**src/rtl/sar_rd_pkg.sv**
```systemverilog
package sar_rd_pkg;

    typedef enum logic [2:0] {
        ST_WAKE  = 3'd0,
        ST_IDLE  = 3'd1,
        ST_CONV  = 3'd2,
        ST_SHIFT = 3'd3,
        ST_DONE  = 3'd4
    } rd_state_t;

endpackage

```
**src/rtl/sar_rd_waitcnt.sv**
```systemverilog
module sar_rd_waitcnt #(
    parameter int WAIT_W = 16
) (
    input  logic              clk,
    input  logic              rst_n,
    input  logic              load_i,
    input  logic [WAIT_W-1:0] wait_i,
    input  logic              run_i,
    output logic              zero_o
);

    logic [WAIT_W-1:0] cnt_q;

    always_ff @(posedge clk or negedge rst_n) begin
        if (!rst_n) begin
            cnt_q <= '0;
        end else if (load_i) begin
            cnt_q <= wait_i;
        end else if (run_i && cnt_q != '0) begin
            cnt_q <= cnt_q - 1'b1;
        end
    end

    assign zero_o = (cnt_q == '0);

endmodule

```
**src/rtl/sar_rd_sclkgen.sv**
```systemverilog
module sar_rd_sclkgen #(
    parameter int DIV_W = 8,
    parameter int NBITS = 12
) (
    input  logic             clk,
    input  logic             rst_n,
    input  logic             load_i,
    input  logic [DIV_W-1:0] half_i,
    input  logic             run_i,
    output logic             sclk_o,
    output logic             rise_o,
    output logic             last_o
);

    localparam int BCNT_W = $clog2(NBITS + 1);
    localparam logic [BCNT_W-1:0] BITS_ALL = BCNT_W'(NBITS);

    logic [DIV_W-1:0]  half_q;
    logic [DIV_W-1:0]  tick_q;
    logic [BCNT_W-1:0] bits_q;
    logic              sclk_q;
    logic [DIV_W-1:0]  half_eff;
    logic              toggle;

    assign half_eff = (half_i == '0) ? DIV_W'(1) : half_i;
    assign toggle   = run_i && (tick_q == '0);

    always_ff @(posedge clk or negedge rst_n) begin
        if (!rst_n) begin
            half_q <= DIV_W'(1);
            tick_q <= '0;
            bits_q <= '0;
            sclk_q <= 1'b0;
        end else if (load_i) begin
            half_q <= half_eff;
            tick_q <= half_eff - 1'b1;
            bits_q <= '0;
            sclk_q <= 1'b0;
        end else if (run_i) begin
            if (tick_q == '0) begin
                tick_q <= half_q - 1'b1;
                sclk_q <= ~sclk_q;
                if (!sclk_q) begin
                    bits_q <= bits_q + 1'b1;
                end
            end else begin
                tick_q <= tick_q - 1'b1;
            end
        end
    end

    assign sclk_o = sclk_q;
    assign rise_o = toggle && !sclk_q;
    assign last_o = toggle && sclk_q && (bits_q == BITS_ALL);

endmodule

```
**src/rtl/sar_rd_shreg.sv**
```systemverilog
module sar_rd_shreg #(
    parameter int NBITS = 12
) (
    input  logic             clk,
    input  logic             rst_n,
    input  logic             shift_i,
    input  logic             sdi_i,
    input  logic             commit_i,
    output logic [NBITS-1:0] word_o
);

    logic [NBITS-1:0] sh_q;
    logic [NBITS-1:0] word_q;

    always_ff @(posedge clk or negedge rst_n) begin
        if (!rst_n) begin
            sh_q   <= '0;
            word_q <= '0;
        end else begin
            if (shift_i) begin
                sh_q <= {sh_q[NBITS-2:0], sdi_i};
            end
            if (commit_i) begin
                word_q <= sh_q;
            end
        end
    end

    assign word_o = word_q;

endmodule

```
**src/rtl/sar_rd_top.sv**
```systemverilog
module sar_rd_top
    import sar_rd_pkg::*;
#(
    parameter int DATA_W = 12,
    parameter int DIV_W  = 8,
    parameter int WAIT_W = 16
) (
    input  logic              clk,
    input  logic              rst_n,
    input  logic              start_i,
    input  logic [DIV_W-1:0]  div_i,
    input  logic [WAIT_W-1:0] wait_i,
    input  logic              sdi_i,
    output logic              conv_o,
    output logic              sclk_o,
    output logic [DATA_W-1:0] data_o,
    output logic              valid_o,
    output logic              busy_o
);

    rd_state_t st_q, st_d;
    logic      accept;
    logic      wait_zero;
    logic      bit_rise;
    logic      word_last;

    assign accept = (st_q == ST_IDLE) && start_i;

    sar_rd_waitcnt #(.WAIT_W(WAIT_W)) u_wait (
        .clk    (clk),
        .rst_n  (rst_n),
        .load_i (accept),
        .wait_i (wait_i),
        .run_i  (st_q == ST_CONV),
        .zero_o (wait_zero)
    );

    sar_rd_sclkgen #(.DIV_W(DIV_W), .NBITS(DATA_W)) u_sclk (
        .clk    (clk),
        .rst_n  (rst_n),
        .load_i (accept),
        .half_i (div_i),
        .run_i  (st_q == ST_SHIFT),
        .sclk_o (sclk_o),
        .rise_o (bit_rise),
        .last_o (word_last)
    );

    sar_rd_shreg #(.NBITS(DATA_W)) u_shreg (
        .clk      (clk),
        .rst_n    (rst_n),
        .shift_i  (bit_rise),
        .sdi_i    (sdi_i),
        .commit_i (word_last),
        .word_o   (data_o)
    );

    always_comb begin
        st_d = st_q;
        unique case (st_q)
            ST_WAKE:  st_d = ST_IDLE;
            ST_IDLE:  if (start_i)   st_d = ST_CONV;
            ST_CONV:  if (wait_zero) st_d = ST_SHIFT;
            ST_SHIFT: if (word_last) st_d = ST_DONE;
            ST_DONE:  st_d = ST_IDLE;
            default:  st_d = ST_IDLE;
        endcase
    end

    always_ff @(posedge clk or negedge rst_n) begin
        if (!rst_n) begin
            st_q <= ST_WAKE;
        end else begin
            st_q <= st_d;
        end
    end

    always_comb begin
        conv_o  = 1'b1;
        busy_o  = 1'b0;
        valid_o = 1'b0;
        unique case (st_q)
            ST_WAKE:  conv_o = 1'b0;
            ST_IDLE:  ;
            ST_CONV:  busy_o = 1'b1;
            ST_SHIFT: begin
                conv_o = 1'b0;
                busy_o = 1'b1;
            end
            ST_DONE:  valid_o = 1'b1;
            default:  conv_o = 1'b0;
        endcase
    end

endmodule

```
**config.mk**
```make
export PLATFORM = sky130hd
export DESIGN_NAME = sar_rd_top
export DESIGN_NICKNAME = d
export VERILOG_FILES = /design/src/rtl/sar_rd_pkg.sv /design/src/rtl/sar_rd_waitcnt.sv /design/src/rtl/sar_rd_sclkgen.sv /design/src/rtl/sar_rd_shreg.sv /design/src/rtl/sar_rd_top.sv
export SDC_FILE = /design/constraint.sdc
export NUM_CORES = 1
export LEC_CHECK = 0
export CORE_UTILIZATION = 56
export CTS_CLUSTER_SIZE = 40
export DETAILED_ROUTE_END_ITERATION = 12
export PLACE_DENSITY = 0.84
export SLEW_MARGIN = 20
export SYNTH_ARGS = -nofsm -noshare
export SYNTH_HDL_FRONTEND = slang
export SYNTH_HIERARCHICAL = 1
export SYNTH_SLANG_ARGS = --single-unit
```
**constraint.sdc**
```tcl
create_clock -name clk -period 2.82 [get_ports clk]
set_clock_uncertainty 0.05 [all_clocks]
set_input_delay 0.564 -clock clk [delete_from_list [all_inputs] [get_ports clk]]
set_output_delay 0.564 -clock clk [all_outputs]
set_load 0.005 [all_outputs]
```
==> out/qor.yml, run 1 <==
floorplanning:
  core_sq_um: 5960
  die-area_sq_um: 6540
  dieWidth_um: 80.9
  start_util_pct: 58.5
  die_h_um: 80.9
  num_io_pins: 44
  num_rows: 28
layout:
  antenna_cells: 0
  final_cell_count_no_fill: 454
  drive_gt1_share_pct: 20.3
  final_cell_mix: "dfrtp_1, clkdlybuf4s50_1, nor2_1"
  postLayoutCoreUtil_pct: 71.5
  layout_commonest_cell: "dfrtp_1"
  nNetsFinal: 407
  syn_to_final_growth_pct: 22.3
  nFillCells: 430
placed_design:
  io_buffers: 43
  place_inst: 439
  hpwl_um: 5010
  gp_congestion: 0.942
  pre_cts_ws_ns: -0.0118
timing:
  finalSetupViolCount: 0
  relSlewSlack_pct: 46.9
  period_minus_slack_ns: 2.49
  hold_violations: 0
  finalMaxSlewViolations: 0
  worst_pin_slew_ns: 0.797
  period_share_pct: 88.1
  max_freq_ghz: 0.402
  rsz0062_at_grt: "false"
  timing.final.ws_setup_ns: 0.335
pwr:
  p_int_uw: 2490
  combPwrFrac_pct: 34.8
  power_frac_clock_pct: 24.6
  p_per_area_nw_per_um2: 916
  ir_drop_uv: 681
  power.share.switching_pct: 36.2
  net-switching-power_uw: 1410
  p_seq_share_pct: 40.5
  power.leakage_uw: 0.00177
worst_setup_path:
  crit_arrival_ns: 2.66
  cp-end-kind: "register"
  critPathLaunch: "start_i"
  cp_cell_sequence: "clkdlybuf4s50_1 > nor2b_4 > and3b_2 > buf_4 > nor2_1 > a21oi_1 > ha_1 > o211ai_1 > nor3_1 > xnor2_1 > o21ai_1"
  max_stage_delay_ns: 0.46
  reg2reg_slack_ns: 0.46
  worstSetupPathType: "in2reg"
  path_max_fanout: 17
  rr_startpoint: "st_q[2]"
  crit_required_ns: 2.99
  slowest_stage: "clkdlybuf4s50_1"
  start_kind: "primary input"
hold_path:
  min_path_type: "in2async"
synth:
  synth_area_sq_um: 3480
  syn_area_per_cell_sq_um: 10.9
  synth_warnings: 6
  synth_cell_types: 60
  yosysSeqAreaShare_pct: 46.0
  synth_edf_count: 0
  synthCells: 321
  syn_nets: 353
  synth_seq_cells: 64
  synth_flop_cell: "dfrtp_1"
  synthArstFlopShare_pct: 100
outcome:
  status: "completed"
detailed_routing:
  remaining_drc_errors: 0
  routed_wl_um: 7280
  vias_per_cell: 5.84
  dr.pass1.iters: 5
  wl_per_cell_um: 16.0
  postRouteAntennaNets: 0
  num_vias: 2652
  first_iter_violations: 161
clock_tree:
  clockBufferDepth: 2
  cts_post_setup_buffers_inserted: 0
  cts_tree: "built"
  numCtsBuffers: 9
  cts_resized: 0
  clock-root-buffer: "clkbuf_8"
  path_clk_slew_ns: 0.07
  holdBufCountCts: 0
  clock_latency_ns: 0.34
  cts.sinks: 64
  htree_levels: 3
global_routing:
  globalRouteTotalUtil_pct: 24.2
  overflow: 0
  grt_pass1_vias: 2567
  gr-usage-met1_pct: 30.2
  grt_antenna_before_repair: 0
  grt_pass1_wl_um: 11900
  grtUsageMet2_pct: 39.9
  use_met3_pct: 6.97
  grt_start_max_net_pins: 65
  busiest_layer: "met2"
job:
  drv_cap: 0
final timing paths:
path	to	depth (start not counted)
worst min-delay path	u_shreg/word_o[3]	2
max in group asynchronous	u_sclk/tick_q[5]	2
min in group clk	u_sclk/half_q[3]	1
worst max-delay path	u_sclk/tick_q[6]	11
worst max register to register	u_wait/cnt_q[12]	7
worst min register to register	u_sclk/half_q[3]	1
through the flow:
stage / cell area, sq um / TNS, ns / hold WS [ns] / total power (uW)
after floorplan: 3480 / 0 / 0.218 / 2500
after global placement: 4020 / 0 / 0.438 / 2850
after detailed placement: 4020 / -0.0118 / 0.445 / 2930
after CTS: 4260 / 0 / 0.373 / 3910
after global routing: 4260 / 0 / 0.419 / 4160
final: 4260 / 0 / 0.329 / 3900
layer usage:
metal | vias to the layer above | share of wire (%)
met5 | - | 0
li1 | 1273 | -
met2 | 95 | 48
met4 | 0 | 1.6
met1 | 1269 | 45
met3 | 15 | 5.1
critical path: cells and delay by family:
kind,cells,cell delay [ns]
buf+inv,2,0.69
simple gates,4,0.71
xor+xnor,1,0.14
fa+ha+maj,1,0.21
compound gates,3,0.35
power groups by stage:
| stage | clock network [uW] | logic (uW) | registers [uW] |
|---|---|---|---|
| after floorplan | 0 | 1030 | 1460 |
| after global placement | 0 | 1290 | 1560 |
| after detailed placement | 0 | 1350 | 1580 |
| after CTS | 980 | 1360 | 1570 |
| after global routing | 1020 | 1510 | 1620 |
| final | 962 | 1360 | 1580 |
cell usage after synthesis, drive strengths merged (2+ instances only):
cell,instances,area [sq um]
nor2b,10,70.1
or4,5,37.5
or3,3,18.8
nor2,29,116
mux2,31,424
nor3,8,45.0
clkbuf,6,22.5
a31oi,9,56.3
mux2i,2,20.0
a21oi,14,70.1
inv,12,45.0
xor2,7,61.3
o41ai,3,45.1
nand3,3,20.0
nand2,26,97.6
a22oi,2,15.0
nor4b,4,35.0
a311oi,3,50.1
nor4,8,92.6
nand4,5,31.3
dfrtp,63,1580
and3b,2,18.8
o31ai,2,15.0
ha,4,50.1
nand4b,3,26.3
xnor2,5,43.8
or4b,2,20.0
and2,4,25.0
o21a,2,15.0
buf,7,60.1
o21ai,24,124
layout make-up:
cell class | count | area, sq um | area share, %
multi-input cells | 232 | 1750 | 41.1
flip-flops and latches | 64 | 1600 | 37.6
repair buffers | 56 | 523 | 12.3
clock buffers | 10 | 138 | 3.23
clock inverters | 5 | 105 | 2.47
well taps | 75 | 93.8 | 2.20
inverters | 12 | 45.0 | 1.06
cell families after synthesis:
group	Yosys count	share of synthesized area, %
AND/OR/NAND/NOR	115	19.5
AO/OA/AOI/OAI	68	13.6
multiplexers	33	12.8
buffers and inverters	25	3.66
flip-flops	64	46.0
XOR/XNOR	12	3.02
adder cells (fa/ha/maj)	4	1.44
sequential cells by signal (all words and copies together) (netlist names):
| signal | count |
|---|---|
| u_wait/cnt_q | 16 |
| u_shreg/sh_q | 12 |
| u_shreg/word_o | 12 |
| u_sclk/half_q | 8 |
| u_sclk/tick_q | 8 |
| u_sclk/bits_q | 4 |
| st_q | 3 |
| u_sclk/sclk_o | 1 |
No activity file was read; power rests on OpenSTA's default activity.
==> run 2: changes to the inputs <==
Settings changed: CELL_PAD_IN_SITES_DETAIL_PLACEMENT from default to 2, CELL_PAD_IN_SITES_GLOBAL_PLACEMENT from default to 2, CORE_UTILIZATION 56 to 36, GPL_TIMING_DRIVEN from default to 0, PLACE_DENSITY 0.84 to 0.82.
==> run 2 against run 1 <==
  * Sequential power about the same
  * Worst setup slack worse by 0.25 ns
  * Non-clock buffer count is 2 higher
  * Critical path type unchanged
  * Global-route usage fell by 2.9 points
  * Clock power is 1% higher
==> out/qor.yml, run 2 (synthesis gave the netlist of run 1 again) <==
outcome:
  status: "completed"
floorplanning:
  start_util_pct: 37.3
  die-area_sq_um: 10100
  core_sq_um: 9330
  num_rows: 35
  die_h_um: 100
  num_io_pins: 44
  dieWidth_um: 100
clock_tree:
  clock-root-buffer: "clkbuf_8"
  path_clk_slew_ns: 0.09
  cts.sinks: 64
  numCtsBuffers: 9
  htree_levels: 3
  clock_latency_ns: 0.34
  clockBufferDepth: 2
  cts_tree: "built"
  holdBufCountCts: 0
worst_setup_path:
  slowest_stage: "clkdlybuf4s50_1"
  start_kind: "primary input"
  cp_cell_sequence: "clkdlybuf4s50_1 > nor2b_4 > and3b_2 > buf_4 > mux2_2 > a31oi_1 > o211ai_1 > nor3_2 > xnor2_1 > o21ai_1"
  crit_arrival_ns: 2.89
  worstSetupPathType: "in2reg"
  crit_required_ns: 2.98
  path_max_fanout: 3
  cp-end-kind: "register"
  max_stage_delay_ns: 0.49
timing:
  hold_ws_ns: 0.0310
  finalSetupViolCount: 0
  rsz0062_at_grt: "true"
  fin_setup_tns_ns: 0
  period_share_pct: 97.1
  finalMaxSlewViolations: 0
  worst_pin_slew_ns: 0.703
  hold_violations: 0
  relSlewSlack_pct: 52.5
  max_freq_ghz: 0.365
  period_minus_slack_ns: 2.74
placed_design:
  place_area_sq_um: 4100
  hpwl_um: 6850
  gp_congestion: 0.779
  io_buffers: 43
layout:
  antenna_cells: 0
  fin_area_sq_um: 4390
  syn_to_final_growth_pct: 26.0
  nFillCells: 954
  drive_gt1_share_pct: 20.7
  seqCellArea_sq_um: 1600
  final_cell_mix: "dfrtp_1, clkdlybuf4s50_1, nor2_1"
  largest_register: "u_wait/cnt_q"
  largest_reg_flops: 16
  layout_commonest_cell: "dfrtp_1"
  multi_input_area_sq_um: 1770
  nNetsFinal: 409
  postLayoutCoreUtil_pct: 47.0
detailed_routing:
  num_vias: 2737
  dr.pass1.iters: 4
  vias_per_cell: 5.36
  wl_per_cell_um: 18.9
  remaining_drc_errors: 0
  postRouteAntennaNets: 0
  routed_wl_um: 9660
  first_iter_violations: 39
global_routing:
  busiest_layer: "met2"
  gr-usage-met1_pct: 26.0
  grt_antenna_before_repair: 0
  grtUsageMet2_pct: 38.4
  grt_pass1_wl_um: 16400
  globalRouteTotalUtil_pct: 21.3
  use_met3_pct: 4.87
  grt_start_max_net_pins: 52
  overflow: 0
  grt_pass1_vias: 3092
pwr:
  p_per_area_nw_per_um2: 906
  ir_drop_uv: 302
  power.leakage_uw: 0.00178
job:
  drv_cap: 0
hold_path:
  min_path_type: "in2async"
==> run 2: cell types whose count changed in the layout (fill, tap and decap cells not counted), sizes merged <==
cell    before  now
buf         14   11
inv         12   13
clkbuf      10   14
clkinv       0    1
==> run 2: layout make-up <==
cell class	instances	share of cell area (%)
clock buffer	9	2.82
timing repair buffer	46	10.7
clock inverter	7	2.71
sequential	64	36.5
multi-input combinational	232	40.3
buffer	12	2.17
tap	129	3.68
inverter	12	1.03
==> run 2: timing repair <==
action | in CTS | in global routing
buffers inserted | 2 | 0
pin swaps | 0 | 1
endpoints found under the setup margin | 4 | 3
gates resized for setup | 3 | 6
==> run 2: path summary, 6_finish.rpt <==
check | slack, ns | cells past startpoint | endpoint | from
max | 0.08 | 10 | u_sclk/tick_q[6] | start_i
min | 0.03 | 1 | u_sclk/sclk_o | rst_n
max reg2reg | 0.24 | 5 | u_shreg/word_o[5] | u_sclk/tick_q[3]
min reg2reg | 0.45 | 2 | u_sclk/half_q[0] | u_sclk/half_q[0]
max in group asynchronous | 2.12 | 2 | u_sclk/half_q[0] | rst_n
min in group clk | 0.45 | 2 | u_sclk/half_q[0] | u_sclk/half_q[0]
==> run 2: metrics by stage <==
stage / power [uW] / cells / setup WS, ns
after CTS: 4000 / 511 / 0.0408
after global routing: 4270 / 511 / -0.0134
after global placement: 2860 / 493 / -1.09
after floorplan: 2500 / 321 / 0.123
after detailed placement: 2980 / 494 / -0.988
final: 3970 / 511 / 0.0823
==> run 2: where the power goes <==
group | internal, uW | total (uW) | switching (uW)
Combinational | 662 | 1430 | 768
Clock | 589 | 973 | 384
Sequential | 1200 | 1570 | 369
Total | 2450 | 3970 | 1520
==> run 2: critical path, delay by kind of cell <==
family,cells,cell delay [ns]
AO/OA/AOI/OAI,3,0.62
buffers and inverters,2,0.62
AND/OR/NAND/NOR,3,0.63
multiplexers,1,0.32
XOR/XNOR,1,0.14
==> run 2: routing by layer <==
metal	vias up	routed length, um
met1	1430	4130
li1	1272	-
met4	0	44
met5	-	0
met2	33	5140
met3	2	344
